### config.mk
export PLATFORM = sky130hd
export DESIGN_NAME = pc_stepper
export DESIGN_NICKNAME = d
export VERILOG_FILES = /design/src/rtl/pcs_pkg.sv /design/src/rtl/pcs_adder.sv /design/src/rtl/pcs_result_mux.sv /design/src/rtl/pcs_pc_fsm.sv /design/src/rtl/pc_stepper.sv
export SDC_FILE = /design/constraint.sdc
export NUM_CORES = 1
export LEC_CHECK = 0
export ABC_AREA = 0
export BUFFER_PORTS_ARGS = -buffer_cell sky130_fd_sc_hd__buf_2
export CAP_MARGIN = 20
export CORE_ASPECT_RATIO = 0.7
export CORE_UTILIZATION = 46
export DETAILED_ROUTE_END_ITERATION = 12
export PLACE_DENSITY = 0.87
export SYNTH_ARGS = -nofsm -noshare
export SYNTH_HDL_FRONTEND = slang
export SYNTH_SLANG_ARGS = --single-unit
### constraint.sdc
create_clock -name clk -period 21.6 [get_ports clk]
set_input_delay 4.32 -clock clk [delete_from_list [all_inputs] [get_ports clk]]
set_output_delay 4.32 -clock clk [all_outputs]
set_load 0.005 [all_outputs]
### src/rtl/pcs_pkg.sv
package pcs_pkg;
    typedef enum logic {
        ST_READY = 1'b0,
        ST_HIGH  = 1'b1
    } pcs_state_e;

    typedef enum logic [1:0] {
        CC_NONE = 2'b00,
        CC_INC  = 2'b01,
        CC_DEC  = 2'b10
    } pcs_carry_e;

    typedef enum logic [1:0] {
        SEL_ADD   = 2'b00,
        SEL_LOGIC = 2'b01,
        SEL_SHIFT = 2'b10,
        SEL_PASSB = 2'b11
    } pcs_sel_e;
endpackage

### src/rtl/pcs_adder.sv
module pcs_adder #(
    parameter int W = 8
) (
    input  logic [W-1:0] a,
    input  logic [W-1:0] b,
    input  logic         cin,
    output logic [W-1:0] sum,
    output logic         cout
);
    logic [W:0] chain;

    assign chain[0] = cin;

    for (genvar i = 0; i < W; i++) begin : g_bit
        assign sum[i]     = a[i] ^ b[i] ^ chain[i];
        assign chain[i+1] = (a[i] & b[i]) | (chain[i] & (a[i] ^ b[i]));
    end

    assign cout = chain[W];
endmodule

### src/rtl/pcs_result_mux.sv
module pcs_result_mux
    import pcs_pkg::*;
#(
    parameter int W = 8
) (
    input  logic [1:0]   sel,
    input  logic [W-1:0] op_a,
    input  logic [W-1:0] op_b,
    input  logic         logic_or,
    input  logic         shift_right,
    input  logic [W-1:0] add_sum,
    input  logic         add_cout,
    input  logic         add_free,
    output logic [W-1:0] y,
    output logic         co
);
    logic [W-1:0] logic_res;
    logic [W-1:0] shift_res;

    always_comb begin
        logic_res = logic_or ? (op_a | op_b) : (op_a & op_b);
        shift_res = shift_right ? {1'b0, op_a[W-1:1]} : {op_a[W-2:0], 1'b0};
    end

    always_comb begin
        y  = '0;
        co = 1'b0;
        unique case (pcs_sel_e'(sel))
            SEL_ADD: begin
                if (add_free) begin
                    y  = add_sum;
                    co = add_cout;
                end
            end
            SEL_LOGIC: y = logic_res;
            SEL_SHIFT: y = shift_res;
            SEL_PASSB: y = op_b;
        endcase
    end
endmodule

### src/rtl/pcs_pc_fsm.sv
module pcs_pc_fsm
    import pcs_pkg::*;
#(
    parameter int W = 8,
    localparam int AW = 2 * W
) (
    input  logic          clk,
    input  logic          rst_n,
    input  logic          step_en,
    input  logic          use_off,
    input  logic          off_signed,
    input  logic [W-1:0]  offset,
    input  logic          load_en,
    input  logic [AW-1:0] load_addr,
    input  logic [W-1:0]  op_a,
    input  logic [W-1:0]  op_b,
    input  logic [W-1:0]  add_sum,
    input  logic          add_cout,
    output logic [W-1:0]  add_a,
    output logic [W-1:0]  add_b,
    output logic          add_cin,
    output logic          add_free,
    output logic [AW-1:0] pc,
    output logic          busy
);
    pcs_state_e    state_q, state_d;
    pcs_carry_e    cc_q, cc_d;
    logic [AW-1:0] pc_q, pc_d;
    logic          step_go;
    logic          addend_neg;
    logic [W-1:0]  addend;

    always_comb begin
        step_go    = (state_q == ST_READY) && step_en && !load_en;
        addend     = use_off ? offset : W'(1);
        addend_neg = use_off && off_signed && offset[W-1];
    end

    // state register
    always_ff @(posedge clk or negedge rst_n) begin
        if (!rst_n) begin
            state_q <= ST_READY;
            cc_q    <= CC_NONE;
            pc_q    <= '0;
        end else begin
            state_q <= state_d;
            cc_q    <= cc_d;
            pc_q    <= pc_d;
        end
    end

    // next state and address
    always_comb begin
        state_d = state_q;
        cc_d    = cc_q;
        pc_d    = pc_q;
        unique case (state_q)
            ST_READY: begin
                if (load_en) begin
                    pc_d = load_addr;                 // T_STAY (load)
                end else if (step_en) begin
                    pc_d[W-1:0] = add_sum;
                    if (add_cout && !addend_neg) begin
                        cc_d    = CC_INC;             // T_NEED_HIGH
                        state_d = ST_HIGH;
                    end else if (!add_cout && addend_neg) begin
                        cc_d    = CC_DEC;             // T_NEED_HIGH
                        state_d = ST_HIGH;
                    end
                end
            end
            ST_HIGH: begin
                state_d = ST_READY;
                cc_d    = CC_NONE;
                if (load_en) begin
                    pc_d = load_addr;                 // T_HIGH_LOAD
                end else begin
                    pc_d[AW-1:W] = add_sum;           // T_HIGH_DONE
                end
            end
        endcase
    end

    // outputs: adder ownership and operands
    always_comb begin
        add_a    = op_a;
        add_b    = op_b;
        add_cin  = 1'b0;
        add_free = 1'b1;
        unique case (state_q)
            ST_READY: begin
                if (step_go) begin
                    add_a    = pc_q[W-1:0];
                    add_b    = addend;
                    add_free = 1'b0;
                end
            end
            ST_HIGH: begin
                add_a    = pc_q[AW-1:W];
                add_b    = (cc_q == CC_DEC) ? '1 : '0;
                add_cin  = (cc_q == CC_INC);
                add_free = 1'b0;
            end
        endcase
        pc   = pc_q;
        busy = (state_q == ST_HIGH);
    end
endmodule

### src/rtl/pc_stepper.sv
module pc_stepper #(
    parameter int BYTE_W = 8,
    localparam int ADDR_W = 2 * BYTE_W
) (
    input  logic              clk,
    input  logic              rst_n,
    input  logic              step_en,
    input  logic              use_off,
    input  logic              off_signed,
    input  logic [BYTE_W-1:0] offset,
    input  logic              load_en,
    input  logic [ADDR_W-1:0] load_addr,
    input  logic [1:0]        alu_sel,
    input  logic [BYTE_W-1:0] op_a,
    input  logic [BYTE_W-1:0] op_b,
    input  logic              logic_or,
    input  logic              shift_right,
    output logic [ADDR_W-1:0] pc,
    output logic              busy,
    output logic [BYTE_W-1:0] alu_y,
    output logic              alu_co
);
    logic [BYTE_W-1:0] add_a, add_b, add_sum;
    logic              add_cin, add_cout, add_free;

    pcs_adder #(.W(BYTE_W)) u_adder (
        .a(add_a), .b(add_b), .cin(add_cin), .sum(add_sum), .cout(add_cout)
    );

    pcs_pc_fsm #(.W(BYTE_W)) u_fsm (
        .clk(clk), .rst_n(rst_n), .step_en(step_en), .use_off(use_off),
        .off_signed(off_signed), .offset(offset), .load_en(load_en),
        .load_addr(load_addr), .op_a(op_a), .op_b(op_b),
        .add_sum(add_sum), .add_cout(add_cout), .add_a(add_a), .add_b(add_b),
        .add_cin(add_cin), .add_free(add_free), .pc(pc), .busy(busy)
    );

    pcs_result_mux #(.W(BYTE_W)) u_mux (
        .sel(alu_sel), .op_a(op_a), .op_b(op_b), .logic_or(logic_or),
        .shift_right(shift_right), .add_sum(add_sum), .add_cout(add_cout),
        .add_free(add_free), .y(alu_y), .co(alu_co)
    );
endmodule

==> run summary, run 1 <==
The run finished with clean final reports. 76 I/O pins were placed. The deepest level of the CTS H-tree was 1. The required arrival time at the worst endpoint came out at 17.28 ns. The clock skew came out at 0.00471 ns. After synthesis, the cell types taking the most area are sky130_fd_sc_hd__dfrtp_1 (27%), sky130_fd_sc_hd__o21ai_0 (10%), sky130_fd_sc_hd__fa_1 (9.2%), sky130_fd_sc_hd__a21oi_1 (8.1%), sky130_fd_sc_hd__nand2_1 (7.6%). The post-synthesis to final-layout area growth works out to 23.3%.

The die height came out at 53.4 um. Of all cell types, the one taking the most synthesized area is sky130_fd_sc_hd__dfrtp_1. The number of different library cells used by synthesis comes to 28. After detailed routing, the number of remaining DRC violations is 0.

Count of endpoints failing hold in the final timing report: 0. The final hold slack came out at 0.582 ns. Fraction of power consumed by sequential logic: 0.316. Setup violations remaining at the end of the flow were counted as 0.

The kind of critical path was primary input to output port. Among all cell types in the netlist, the one instantiated most often is sky130_fd_sc_hd__o21ai_0. The leakage power summed over all cells came out at 1.00 nW. The total overflow left after global routing is 0. Counting tap cells, the placed design contains a total of 337 instances. The first global-routing pass estimated 7330 um of wire. For this block, the via count after detailed routing is 1879.

For the count of pins over their slew limit, the log shows 0. In this run the deepest clock path goes through 2 buffers. Measured in cells, the most critical reg-to-reg path has a length of 16. The top fanout value on the critical path came out at 34. In the synthesized netlist, the cells that appear most often are sky130_fd_sc_hd__o21ai_0 (36), sky130_fd_sc_hd__nand2_1 (35), sky130_fd_sc_hd__a21oi_1 (28). Highest clock frequency the design can meet: 73.7 MHz. The tools report the max-capacitance violation count as 0.

Yosys printed 0 warnings. The run gives 153 as the number of DRC markers in iteration 0. The switching power share of the total was 0.407; the sequential-to-total area share from yosys stat was 0.274. After floorplanning, the core was divided into 18 placement rows.

The hold path endpoint was u_fsm.cc_q[0]. The initial antenna violation count was 0. The internal power consumption was 0.0948 mW; the period utilization was 0.629.

The end of the worst register-to-register path was u_fsm.cc_q[1]. The slowest stage cell on the critical path was sky130_fd_sc_hd__nand2b_1. Along the worst hold path, the cell count comes to 2. The run gives 0.160 mW as the total power consumption of the routed design. The number of detailed-route iterations in the first pass is 4, and the via count of the first global-routing pass is 1675. The share of total power in combinational logic is 0.530, and the number of buffers created by CTS is 3. The met2 layer wire length in the routed design is 2140 um, and the register-to-register path setup slack is 16.82 ns. Averaged over all synthesized cells, the footprint is 7.55 um^2. The transition time at the pin with the least slew margin is 0.606 ns. The final layout contains routed wiring with a total length of 4640 um. The later pin in the worst-skew pair is clocked with a latency of 0.26 ns. TritonCTS built the clock tree. Excluding fillers, the count of instances in the completed layout stands at 341. The number of fillers in the final layout is 364, and the time the worst path needs with I/O delays and setup is 13.58 ns. After detailed routing, the wire length on met1 is 2060 um. Post-CTS timing repair inserted 0 buffers for setup. Top flip-flop cell by instance count after synthesis: sky130_fd_sc_hd__dfrtp_1. The share of layout cells above drive strength 1 came out at 0.302. The largest incremental delay on the critical path came out at 0.56 ns. Setup repair after global routing left no endpoint under its margin.

Path type of the worst min-delay path: register to register. The total power divided by cell area is 74.7 nW/um^2. Synthesis inferred 19 register bits. The starting utilization of the core area is 0.488, and the buffering stage count on the worst path with inverters included is 3. The run gives 230 as the number of cells produced by synthesis.

The number of nets handed over by synthesis was 289. Input and output buffers added on the ports amount to 75. The overall global routing resource usage came out at 0.244.

Entering global routing, the biggest net connects 46 pins. At the end of the flow, the number of nets in the layout was 351. The async set or reset register ratio after synthesis came out at 1.00. Top layer used by detailed routing: met4. At the end of routability-driven placement, the weighted congestion stood at 0.872. The cell at the root of the clock tree was sky130_fd_sc_hd__clkbuf_8. The share of the synthesized area in the top cell type is 0.274. In this run, synthesis inferred 0 flip-flops with an integrated enable. The wire length per cell after detailed routing works out to 13.6 um. The total number of clock tree sinks is 19. The HPWL after detailed placement is 3650 um. The run gives 411 um as the met3 layer wire length in the routed design. The tools report the post-cts gate resize count as 0. STA classifies the critical path startpoint as a primary input. The count of nets left with antenna violations after detail routing was 0. After routing, the total negative slack on setup checks comes to 0 ns.

The analysis attributes to net switching a power of 0.0649 mW. The synthesized netlist occupies a cell area of 1740 um^2. From left edge to right edge, the die measures 75.4 um. Counting stages on the worst path, the most repeated cell is sky130_fd_sc_hd__fa_1.

On the critical path the largest part of the delay comes from adder cells. The floorplan step defined a die boundary enclosing 4030 um^2. The signal on the critical path passes through buf_2, nand2b_1, nand2_1, a21oi_1, a21oi_1, fa_1, fa_1, fa_1, fa_1, fa_1, inv_1, fa_1, fa_1, fa_1, a221oi_1, a31oi_1, buf_2. After clock tree synthesis, the clock-pin slew on the worst setup and hold paths is 0.07 ns.

The tightest slew margin relative to the limit is 0.596, and the average via count per standard cell is 5.51. The portion of total power attributed to the clock network came out at 0.153. For the worst setup path, the data arrival time is 9.26 ns.

The logs give 0 for the cts-stage hold buffer count and 3560 um^2 for the total core area. VDD sags by at most 0.0409 mV. The tools report the category of the worst setup path capture point as an output port.

Hold path startpoint: u_fsm.cc_q[0]. 0 antenna diodes ended up in the layout. The tools report the beginning of the worst register-to-register path as u_fsm.cc_q[1].
## power by group through the flow
stage                     Sequential [mW]  Clock [mW]  Combinational, mW
after detailed placement           0.0511           0             0.0847
after global placement             0.0509           0             0.0826
after floorplan                    0.0501           0             0.0573
after CTS                          0.0504      0.0251             0.0853
after global routing               0.0516      0.0270             0.0967
final                              0.0505      0.0245             0.0847
## cell type report
type / count / area (um^2) / share of cell area
well taps: 50 / 62.6 / 0.0292
clock buffers: 3 / 41.3 / 0.0193
multi-input cells: 184 / 1140 / 0.532
flip-flops and latches: 19 / 475 / 0.222
inverters: 7 / 26.3 / 0.0123
clock inverters: 1 / 5.00 / 0.00234
repair buffers: 77 / 390 / 0.182
## flip-flops by register name (all words and copies together), names as in the netlist
| signal | count |
|---|---|
| u_fsm.pc | 16 |
| u_fsm.cc_q | 2 |
| u_fsm.busy | 1 |
## per-stage QoR
step / utilization / worst slack [ns] / area (um^2)
global placement: 0.588 / 8.16 / 2090
global route: 0.601 / 7.68 / 2140
finish: 0.601 / 8.02 / 2140
floorplan: - / 8.82 / 1740
CTS: 0.601 / 8.02 / 2140
detailed placement: 0.588 / 8.02 / 2090
## cells in the final DEF (no fill, tap or decap), types with 4 or more instances in the layout
cell type                  synthesis  routed
sky130_fd_sc_hd__fa_1              8       8
sky130_fd_sc_hd__o21ai_0          36      36
sky130_fd_sc_hd__a221oi_1          7       7
sky130_fd_sc_hd__nand2_1          35      35
sky130_fd_sc_hd__dfrtp_1          19      19
sky130_fd_sc_hd__mux2i_1           9       9
sky130_fd_sc_hd__a31oi_1           4       4
sky130_fd_sc_hd__nor2_1           23      23
sky130_fd_sc_hd__nor2b_1           8       8
sky130_fd_sc_hd__a21oi_1          28      28
sky130_fd_sc_hd__mux2_2            6       6
sky130_fd_sc_hd__buf_2             7      75
sky130_fd_sc_hd__inv_1             7       7
sky130_fd_sc_hd__o22ai_1           5       5
## cells by family after synthesis
kind of cell / synth area share
compound gates: 0.273
simple gates: 0.193
buf+inv: 0.0699
flops: 0.274
mux: 0.0908
fa+ha+maj: 0.0995
## worst min-delay path, stage by stage, from the launching register on
cell and delay [ns]:
sky130_fd_sc_hd__dfrtp_1 0.39, sky130_fd_sc_hd__o21ai_0 0.08, sky130_fd_sc_hd__a21oi_1 0.07
## per-layer routing
layer / global-route usage / vias up
met5: 0 / -
met4: 0.0494 / 0
li1: - / 931
met2: 0.406 / 78
met1: 0.316 / 866
met3: 0.0667 / 4
## worst max-delay path by stage
stage / start / endpoint / slack [ns] / cells after the start
2_1_floorplan: step_en / alu_y[7] / 8.82 / 16
3_3_place_gp: load_en / alu_y[7] / 8.16 / 17
3_5_place_dp: load_en / alu_y[7] / 8.02 / 17
4_1_cts: load_en / alu_y[7] / 8.02 / 17
5_1_grt: load_en / alu_y[7] / 7.68 / 17
6_report: load_en / alu_y[7] / 8.02 / 17
Power figures use the tool's default switching activity.
==> run 2: changes to the inputs <==
Settings changed: ABC_AREA 0 to 1, PLACE_DENSITY 0.87 to 0.85.
Clock period 21.6 ns to 12.7 ns, I/O delays scaled along.
==> run 2 against run 1 <==
Against the previous run: power is 92% higher; register-to-register slack worse by 9.0 ns; synthesized cell count is 28% higher; core utilization is 1.9 points lower; routed wire length is 23% higher; final cell count is 21% higher; hold slack worse by 0.046 ns; first-iteration DRC count is 87% higher; synthesized area is 9.4% higher; critical path depth is 1 higher; sequential cell count stayed put; global-route usage is 3.1 points higher; critical endpoint unchanged.
==> run summary, run 2 <==
The total core area came out at 3950 um^2 (was 3560 um^2). Cell at the root of the clock tree: sky130_fd_sc_hd__clkbuf_8 (unchanged). Period utilization: 0.756. Most used standard cells in the synthesized netlist: sky130_fd_sc_hd__nand2_1 (110), sky130_fd_sc_hd__nor2_1 (29), sky130_fd_sc_hd__inv_1 (26), sky130_fd_sc_hd__nand3_1 (26) (was sky130_fd_sc_hd__o21ai_0 (36), sky130_fd_sc_hd__nand2_1 (35), sky130_fd_sc_hd__a21oi_1 (28)).

The tools report the Yosys warning count as 0 (unchanged). Worst reg2reg path depth: 15 (was 16). The logs give 0 (unchanged) for the post-cts gate resize count and 3.10 ns (was 8.02 ns) for the final worst-path setup slack. Arrival time at the worst endpoint: 7.06 ns (was 9.26 ns).

Top flip-flop cell by instance count after synthesis: sky130_fd_sc_hd__dfrtp_1 (unchanged). The startpoint of the worst setup timing path was load_en (unchanged). Count of nets left with antenna violations after detail routing: 0 (unchanged). The run gives 0.307 mW (was 0.160 mW) as the total power consumption of the routed design.

The kind of critical path is primary input to output port (unchanged). The beginning of the worst register-to-register path was u_fsm.busy (was u_fsm.cc_q[1]). The starting utilization of the core area came out at 0.481 (was 0.488).

The HPWL after detailed placement was 4540 um (was 3650 um). The overall global routing resource usage came out at 0.275 (was 0.244). The tightest slew margin relative to the limit is 0.578 (was 0.596). The final hold slack was 0.536 ns (was 0.582 ns). The wire length per cell after detailed routing came out at 13.7 um (was 13.6 um). Most frequent standard cell in the layout excluding fill and tap cells: sky130_fd_sc_hd__nand2_1 (was sky130_fd_sc_hd__buf_2). The die footprint is 4390 um^2 (was 4030 um^2), and the net count after synthesis is 354 (was 289). The total number of placement rows is 19 (was 18).

Post-synthesis to final-layout area growth: 21.0% (was 23.3%). Capture point of the worst path: alu_y[7] (unchanged). The average footprint of a synthesized cell is 6.44 um^2 (was 7.55 um^2), and the sequential-to-total area share from yosys stat is 0.250 (was 0.274). The run gives 0.0699 mV (was 0.0409 mV) as the worst-case vdd ir drop. Most frequent cells in the layout: sky130_fd_sc_hd__nand2_1 (110), sky130_fd_sc_hd__buf_2 (75), sky130_fd_sc_hd__nor2_1 (29), sky130_fd_sc_hd__inv_1 (26), sky130_fd_sc_hd__nand3_1 (26) (was sky130_fd_sc_hd__buf_2 (75), sky130_fd_sc_hd__o21ai_0 (36), sky130_fd_sc_hd__nand2_1 (35), sky130_fd_sc_hd__a21oi_1 (28), sky130_fd_sc_hd__nor2_1 (23)).

The area of the mapped netlist was 1900 um^2 (was 1740 um^2). The max-capacitance violation count was 0 (unchanged). The count of endpoints failing hold in the final timing report was 0 (unchanged).

The number of cells produced by synthesis is 295 (was 230). The final cell count without fillers was 414 (was 341). Die height: 55.8 um (was 53.4 um).

The tools report the pin count of the biggest net entering global routing as 22 (was 46). The logs give 25 (was 28) for the number of distinct library cell variants in the gate-level netlist after synthesis and 3 (unchanged) for the number of buffers created by CTS. The multi-input logic area was 1220 um^2 (was 1140 um^2). The number of detailed-route iterations in the first pass is 5 (was 4), and the share of the synthesized area in the top cell type is 0.250 (was 0.274).

The logs give 9450 um (was 7330 um) for the global-route wire length before repair and 475 um^2 (unchanged) for the area taken by flip-flops and latches. TritonCTS built the clock tree. The count of buffers from port buffering came out at 75 (unchanged).

The cell type with the highest aggregate area in the netlist is sky130_fd_sc_hd__dfrtp_1 (unchanged). The share of layout cells above drive strength 1 is 0.246 (was 0.302), and the required arrival time at the worst endpoint is 10.16 ns (was 17.28 ns). The most instantiated library cell after synthesis was sky130_fd_sc_hd__nand2_1 (was sky130_fd_sc_hd__o21ai_0).

The post-place setup slack is 3.11 ns (was 8.02 ns), and the final routed DRC violation total is 0 (unchanged). The path type of the worst min-delay path is register to register (unchanged). The number of nets in the layout was 422 (was 351). The last weighted congestion value of the routability-driven placer is 0.948 (was 0.872).

The setup TNS was 0 ns (unchanged); the total number of clock tree sinks was 19 (unchanged). End of the worst register-to-register path: u_fsm.pc[7] (was u_fsm.cc_q[1]). The count of pins over their slew limit was 0 (unchanged); the chip width was 78.8 um (was 75.4 um).

The via count of the first global-routing pass was 2027 (was 1675). The boundary pin count is 76 (unchanged), and the time the worst path needs with I/O delays and setup is 9.60 ns. Main area contributors after synthesis: sky130_fd_sc_hd__dfrtp_1 (25%), sky130_fd_sc_hd__nand2_1 (22%), sky130_fd_sc_hd__fa_1 (8.4%), sky130_fd_sc_hd__o211ai_1 (7.5%), sky130_fd_sc_hd__nand3_1 (6.9%) (was sky130_fd_sc_hd__dfrtp_1 (27%), sky130_fd_sc_hd__o21ai_0 (10%), sky130_fd_sc_hd__fa_1 (9.2%), sky130_fd_sc_hd__a21oi_1 (8.1%), sky130_fd_sc_hd__nand2_1 (7.6%)). The post-synthesis register bit count came out at 19 (unchanged). The tools report the worst-skew pair later-pin latency as 0.26 ns (about the same). The hold path startpoint was u_fsm.pc[14] (was u_fsm.cc_q[0]). The tools report the total grt overflow as 0 (unchanged). The logs give 0 (unchanged) for the number of buffers added for setup after CTS and 386 (was 364) for the number of fillers in the final layout.

The initial antenna violation count is 0 (unchanged). The top fanout value on the critical path came out at 16 (was 34). The transition time at the pin with the least slew margin is 0.631 ns (was 0.606 ns).

The run gives 2 (unchanged) as the maximum number of buffers from clock root to sink. Antenna diode count: 0 (unchanged). The count of placed standard cells including taps was 410 (was 337); the clock edge transition at the registers on the reported setup and hold paths was 0.07 ns (about the same). The run gives 1 (unchanged) as the deepest level of the CTS H-tree.

The number of flip-flops in the largest register is 16 (unchanged). The highest clock frequency the design can meet was 104 MHz; the cts-stage hold buffer count was 0 (unchanged). The total setup violations reported at the end of the flow is 0 (unchanged), and the clock skew is 0.00275 ns (was 0.00471 ns).

Leakage power summed over all cells: 1.26 nW (was 1.00 nW). The total power divided by cell area is 133 nW/um^2 (was 74.7 nW/um^2), and the count of flip-flops with a built-in enable after synthesis is 0 (unchanged). Category of the worst setup path capture point: an output port (unchanged). The run finished with clean final reports. The sum of routed wire length over all layers was 5690 um (was 4640 um); the average via count per standard cell was 5.43 (was 5.51).

The tools report the number of DRC markers in iteration 0 as 286 (was 153). Setup repair after global routing left no endpoint under its margin. The type of element launching the critical path was a primary input (unchanged). The via count of the routed design came out at 2250 (was 1879). The async set or reset register ratio after synthesis was 1.00 (unchanged). Register-to-register path setup slack: 7.85 ns (was 16.82 ns).
==> run 2: cell type report <==
| type | instances | share of cell area |
|---|---|---|
| Clock buffer | 4 | 0.0196 |
| Multi-Input combinational cell | 234 | 0.532 |
| Tap cell | 52 | 0.0283 |
| Sequential cell | 19 | 0.207 |
| Timing Repair Buffer | 75 | 0.163 |
| Inverter | 30 | 0.0501 |
==> run 2: stage by stage <==
stage	instance area (um^2)	util
6_report	2300	0.582
5_1_grt	2300	0.582
4_1_cts	2300	0.582
3_5_place_dp	2250	0.571
3_3_place_gp	2250	0.571
2_1_floorplan	1900	-
==> run 2: cell families (layout without fill, tap and decap cells) <==
| logic type | after synthesis | after routing | synth area share |
|---|---|---|---|
| and+or+nand+nor | 183 | 183 | 0.416 |
| AOI/OAI and AO/OA | 42 | 42 | 0.137 |
| adders and majority gates | 9 | 9 | 0.0909 |
| DFF | 19 | 19 | 0.250 |
| buffers and inverters | 42 | 109 | 0.106 |
==> run 2: report_power, final <==
| group | internal [mW] | total (mW) | switching [mW] |
|---|---|---|---|
| clock | 0.0223 | 0.0423 | 0.0200 |
| sequential | 0.0780 | 0.0951 | 0.0171 |
| combinational | 0.0692 | 0.169 | 0.0999 |
| total | 0.170 | 0.307 | 0.137 |
==> run 2: worst min-delay path by stage <==
stage	end	slack [ns]	cells past startpoint
after floorplan	u_fsm.pc[1]	0.49	2
after global placement	u_fsm.pc[4]	0.51	2
after detailed placement	u_fsm.pc[0]	0.51	2
after CTS	u_fsm.pc[0]	0.53	2
after global routing	u_fsm.pc[0]	0.55	2
final	u_fsm.pc[14]	0.54	2
==> run 2: critical path, cell delays in order <==
cell                       delay [ns]
sky130_fd_sc_hd__buf_2           0.26
sky130_fd_sc_hd__inv_2           0.18
sky130_fd_sc_hd__nand2_4         0.20
sky130_fd_sc_hd__nor2_4          0.10
sky130_fd_sc_hd__nand3b_1        0.12
sky130_fd_sc_hd__nand3_1         0.09
sky130_fd_sc_hd__fa_1            0.45
sky130_fd_sc_hd__fa_1            0.46
sky130_fd_sc_hd__fa_1            0.46
sky130_fd_sc_hd__fa_1            0.46
sky130_fd_sc_hd__fa_1            0.42
sky130_fd_sc_hd__inv_1           0.09
sky130_fd_sc_hd__fa_1            0.21
sky130_fd_sc_hd__fa_1            0.21
sky130_fd_sc_hd__fa_1            0.46
sky130_fd_sc_hd__nand4_1         0.12
sky130_fd_sc_hd__nand3_1         0.09
sky130_fd_sc_hd__buf_2           0.14
==> run 2: per-layer routing <==
layer / vias to the layer above / share of wire / track usage
met5: - / 0 / 0
met4: 0 / 0.015 / 0.0661
met3: 14 / 0.11 / 0.0557
met2: 143 / 0.42 / 0.396
met1: 1001 / 0.46 / 0.418
li1: 1092 / - / -
==> run 3: changes to the inputs <==
Settings changed: CORE_UTILIZATION 46 to 44, PLACE_DENSITY 0.85 to 0.86.
Clock period 12.7 ns to 8.4 ns, I/O delays scaled along.
==> run 3 against run 2 <==
Against the previous run: critical path depth did not move; first-iteration DRC count fell by 4.9%; non-clock buffer count did not move; count of clock-buffer cells in the layout did not move; clock skew fell by 0.00069 ns; combinational power rose by 51%; largest cell class unchanged; hold slack got worse by 0.0052 ns; worst setup slack got worse by 2.6 ns; sequential share of layout area did not move.
==> run summary, run 3 (synthesis results as in run 2) <==
Setup repair after global routing left no endpoint under its margin. Path type of the worst min-delay path: register to register (unchanged). The post-synthesis to final-layout area growth was 21.0% (unchanged). The post-place setup slack was 0.550 ns (was 3.11 ns); the boundary pin count was 76 (unchanged). The run gives 422 (unchanged) as the number of nets in the layout.

The startpoint of the worst setup timing path is load_en (unchanged). The number of buffers created by CTS was 3 (unchanged); the antenna diode count was 0 (unchanged). The deepest level of the CTS H-tree came out at 1 (unchanged). The number of fillers in the final layout came out at 385 (was 386). The total number of clock tree sinks was 19 (unchanged).

The logs give 0 (unchanged) for the final routed DRC violation total and 6.20 ns (was 7.06 ns) for the arrival time at the worst endpoint. The number of buffers added for setup after CTS was 0 (unchanged). The logs give 2084 (was 2027) for the via count of the first global-routing pass and 2268 (was 2250) for the via count of the routed design. The total power divided by cell area works out to 201 nW/um^2 (was 133 nW/um^2).

The tools report the highest clock frequency the design can meet as 127 MHz. Most frequent cells in the layout: sky130_fd_sc_hd__nand2_1 (110), sky130_fd_sc_hd__buf_2 (75), sky130_fd_sc_hd__nor2_1 (29), sky130_fd_sc_hd__inv_1 (26), sky130_fd_sc_hd__nand3_1 (26) (unchanged). The tools report the sum of routed wire length over all layers as 5760 um (was 5690 um). The worst-case vdd ir drop came out at 0.108 mV (was 0.0699 mV). The pin count of the biggest net entering global routing was 22 (unchanged); the HPWL after detailed placement was 4680 um (was 4540 um). The tools report the leakage power summed over all cells as 1.26 nW (unchanged). Number of flip-flops in the largest register: 16 (unchanged).

The chip width works out to 80.5 um (was 78.8 um). Clock skew: 0.00206 ns (was 0.00275 ns). Category of the worst setup path capture point: an output port (unchanged).

The cts-stage hold buffer count is 0 (unchanged), and the count of nets left with antenna violations after detail routing is 0 (unchanged). The worst reg2reg path depth was 15 (unchanged); the max-capacitance violation count was 0 (unchanged). The share of the core filled with cells in the final layout was 0.572 (was 0.582). The tools report the starting utilization of the core area as 0.473 (was 0.481). For the maximum number of buffers from clock root to sink, the log shows 2 (unchanged). The register-to-register path setup slack is 3.52 ns (was 7.85 ns).

The run gives 475 um^2 (unchanged) as the area taken by flip-flops and latches. For the required arrival time at the worst endpoint, the log shows 6.72 ns (was 10.16 ns). The tools report the tightest slew margin relative to the limit as 0.577 (was 0.578).

The run gives 0 (unchanged) as the initial antenna violation count. The logs give 0.516 ns (was 3.10 ns) for the final worst-path setup slack and 4020 um^2 (was 3950 um^2) for the total core area. The capture point of the worst path was alu_y[7] (unchanged).

The logs give 9490 um (was 9450 um) for the global-route wire length before repair and 19 (unchanged) for the total number of placement rows. The end of the worst register-to-register path was u_fsm.pc[7] (unchanged). The wire length per cell after detailed routing is 13.9 um (was 13.7 um), and the share of layout cells above drive strength 1 is 0.246 (unchanged). The multi-input logic area came out at 1220 um^2 (unchanged). The worst-skew pair later-pin latency was 0.25 ns (was 0.26 ns); the count of pins over their slew limit was 0 (unchanged). The routed design could run at a clock period as short as 7.88 ns. The post-cts gate resize count was 0 (unchanged).

The flow ran to the end, and the final reports show no timing, DRC or antenna violations. The number of DRC markers in iteration 0 was 272 (was 286). The transition time at the pin with the least slew margin works out to 0.631 ns (about the same). The number of detailed-route iterations in the first pass was 6 (was 5).

The cell at the root of the clock tree was sky130_fd_sc_hd__clkbuf_8 (unchanged). The die height is 57.0 um (was 55.8 um). The total setup violations reported at the end of the flow is 0 (unchanged). The count of endpoints failing hold in the final timing report is 0 (unchanged). The setup TNS was 0 ns (unchanged).

The top fanout value on the critical path works out to 16 (unchanged). TritonCTS built the clock tree. Average via count per standard cell: 5.48 (was 5.43).

The tools report the beginning of the worst register-to-register path as u_fsm.busy (unchanged). The kind of critical path was primary input to output port (unchanged). Total power consumption of the routed design: 0.462 mW (was 0.307 mW). For the last weighted congestion value of the routability-driven placer, the log shows 0.988 (was 0.948). The tools report the overall global routing resource usage as 0.268 (was 0.275).

The count of buffers from port buffering was 75 (unchanged); the total grt overflow was 0 (unchanged). The clock edge transition at the registers on the reported setup and hold paths was 0.07 ns (about the same). The most frequent standard cell in the layout excluding fill and tap cells is sky130_fd_sc_hd__nand2_1 (unchanged). The period utilization is 0.939. The type of element launching the critical path was a primary input (unchanged). The die footprint is 4590 um^2 (was 4390 um^2).
## run 3: per-stage QoR
step / area (um^2) / instances / hold WS (ns)
2_1_floorplan: 1900 / 295 / 0.494
3_3_place_gp: 2250 / 410 / 0.504
3_5_place_dp: 2250 / 410 / 0.511
4_1_cts: 2300 / 414 / 0.526
5_1_grt: 2300 / 414 / 0.552
6_report: 2300 / 414 / 0.530
## run 3: power by group
group	internal, mW	switching (mW)
logic	0.104	0.151
registers	0.118	0.0263
clock network	0.0337	0.0296
total	0.256	0.207
## run 3: critical path: stages
cell	delay, ns
sky130_fd_sc_hd__buf_2	0.26
sky130_fd_sc_hd__inv_2	0.18
sky130_fd_sc_hd__nand2_4	0.21
sky130_fd_sc_hd__nor2_4	0.09
sky130_fd_sc_hd__nand3b_1	0.11
sky130_fd_sc_hd__nand3_1	0.10
sky130_fd_sc_hd__fa_1	0.46
sky130_fd_sc_hd__fa_1	0.47
sky130_fd_sc_hd__fa_1	0.46
sky130_fd_sc_hd__fa_1	0.46
sky130_fd_sc_hd__fa_1	0.42
sky130_fd_sc_hd__inv_1	0.08
sky130_fd_sc_hd__fa_1	0.22
sky130_fd_sc_hd__fa_1	0.21
sky130_fd_sc_hd__fa_1	0.45
sky130_fd_sc_hd__nand4_1	0.12
sky130_fd_sc_hd__nand3_1	0.08
sky130_fd_sc_hd__buf_2	0.13
## run 3: worst min path at each step
stage | slack [ns] | cells after the start | from | to
final | 0.53 | 2 | u_fsm.pc[2] | u_fsm.pc[2]
after global routing | 0.55 | 2 | u_fsm.cc_q[1] | u_fsm.cc_q[1]
after CTS | 0.53 | 2 | u_fsm.pc[4] | u_fsm.pc[4]
after detailed placement | 0.51 | 2 | u_fsm.pc[11] | u_fsm.pc[11]
after global placement | 0.50 | 2 | u_fsm.pc[0] | u_fsm.pc[0]
after floorplan | 0.49 | 2 | u_fsm.pc[1] | u_fsm.pc[1]
## run 3: area by class of cell
| cell class | count | share of cell area |
|---|---|---|
| well taps | 52 | 0.0283 |
| multi-input cells | 234 | 0.532 |
| inverters | 30 | 0.0501 |
| flip-flops and latches | 19 | 0.207 |
| clock buffers | 4 | 0.0196 |
| repair buffers | 75 | 0.163 |
## run 3: routing by layer
metal	vias to the layer above	wire length, um	track usage
li1	1095	-	-
met1	1031	2650	0.402
met2	140	2450	0.404
met3	2	654	0.0512
met4	0	5	0.0459
met5	-	0	0
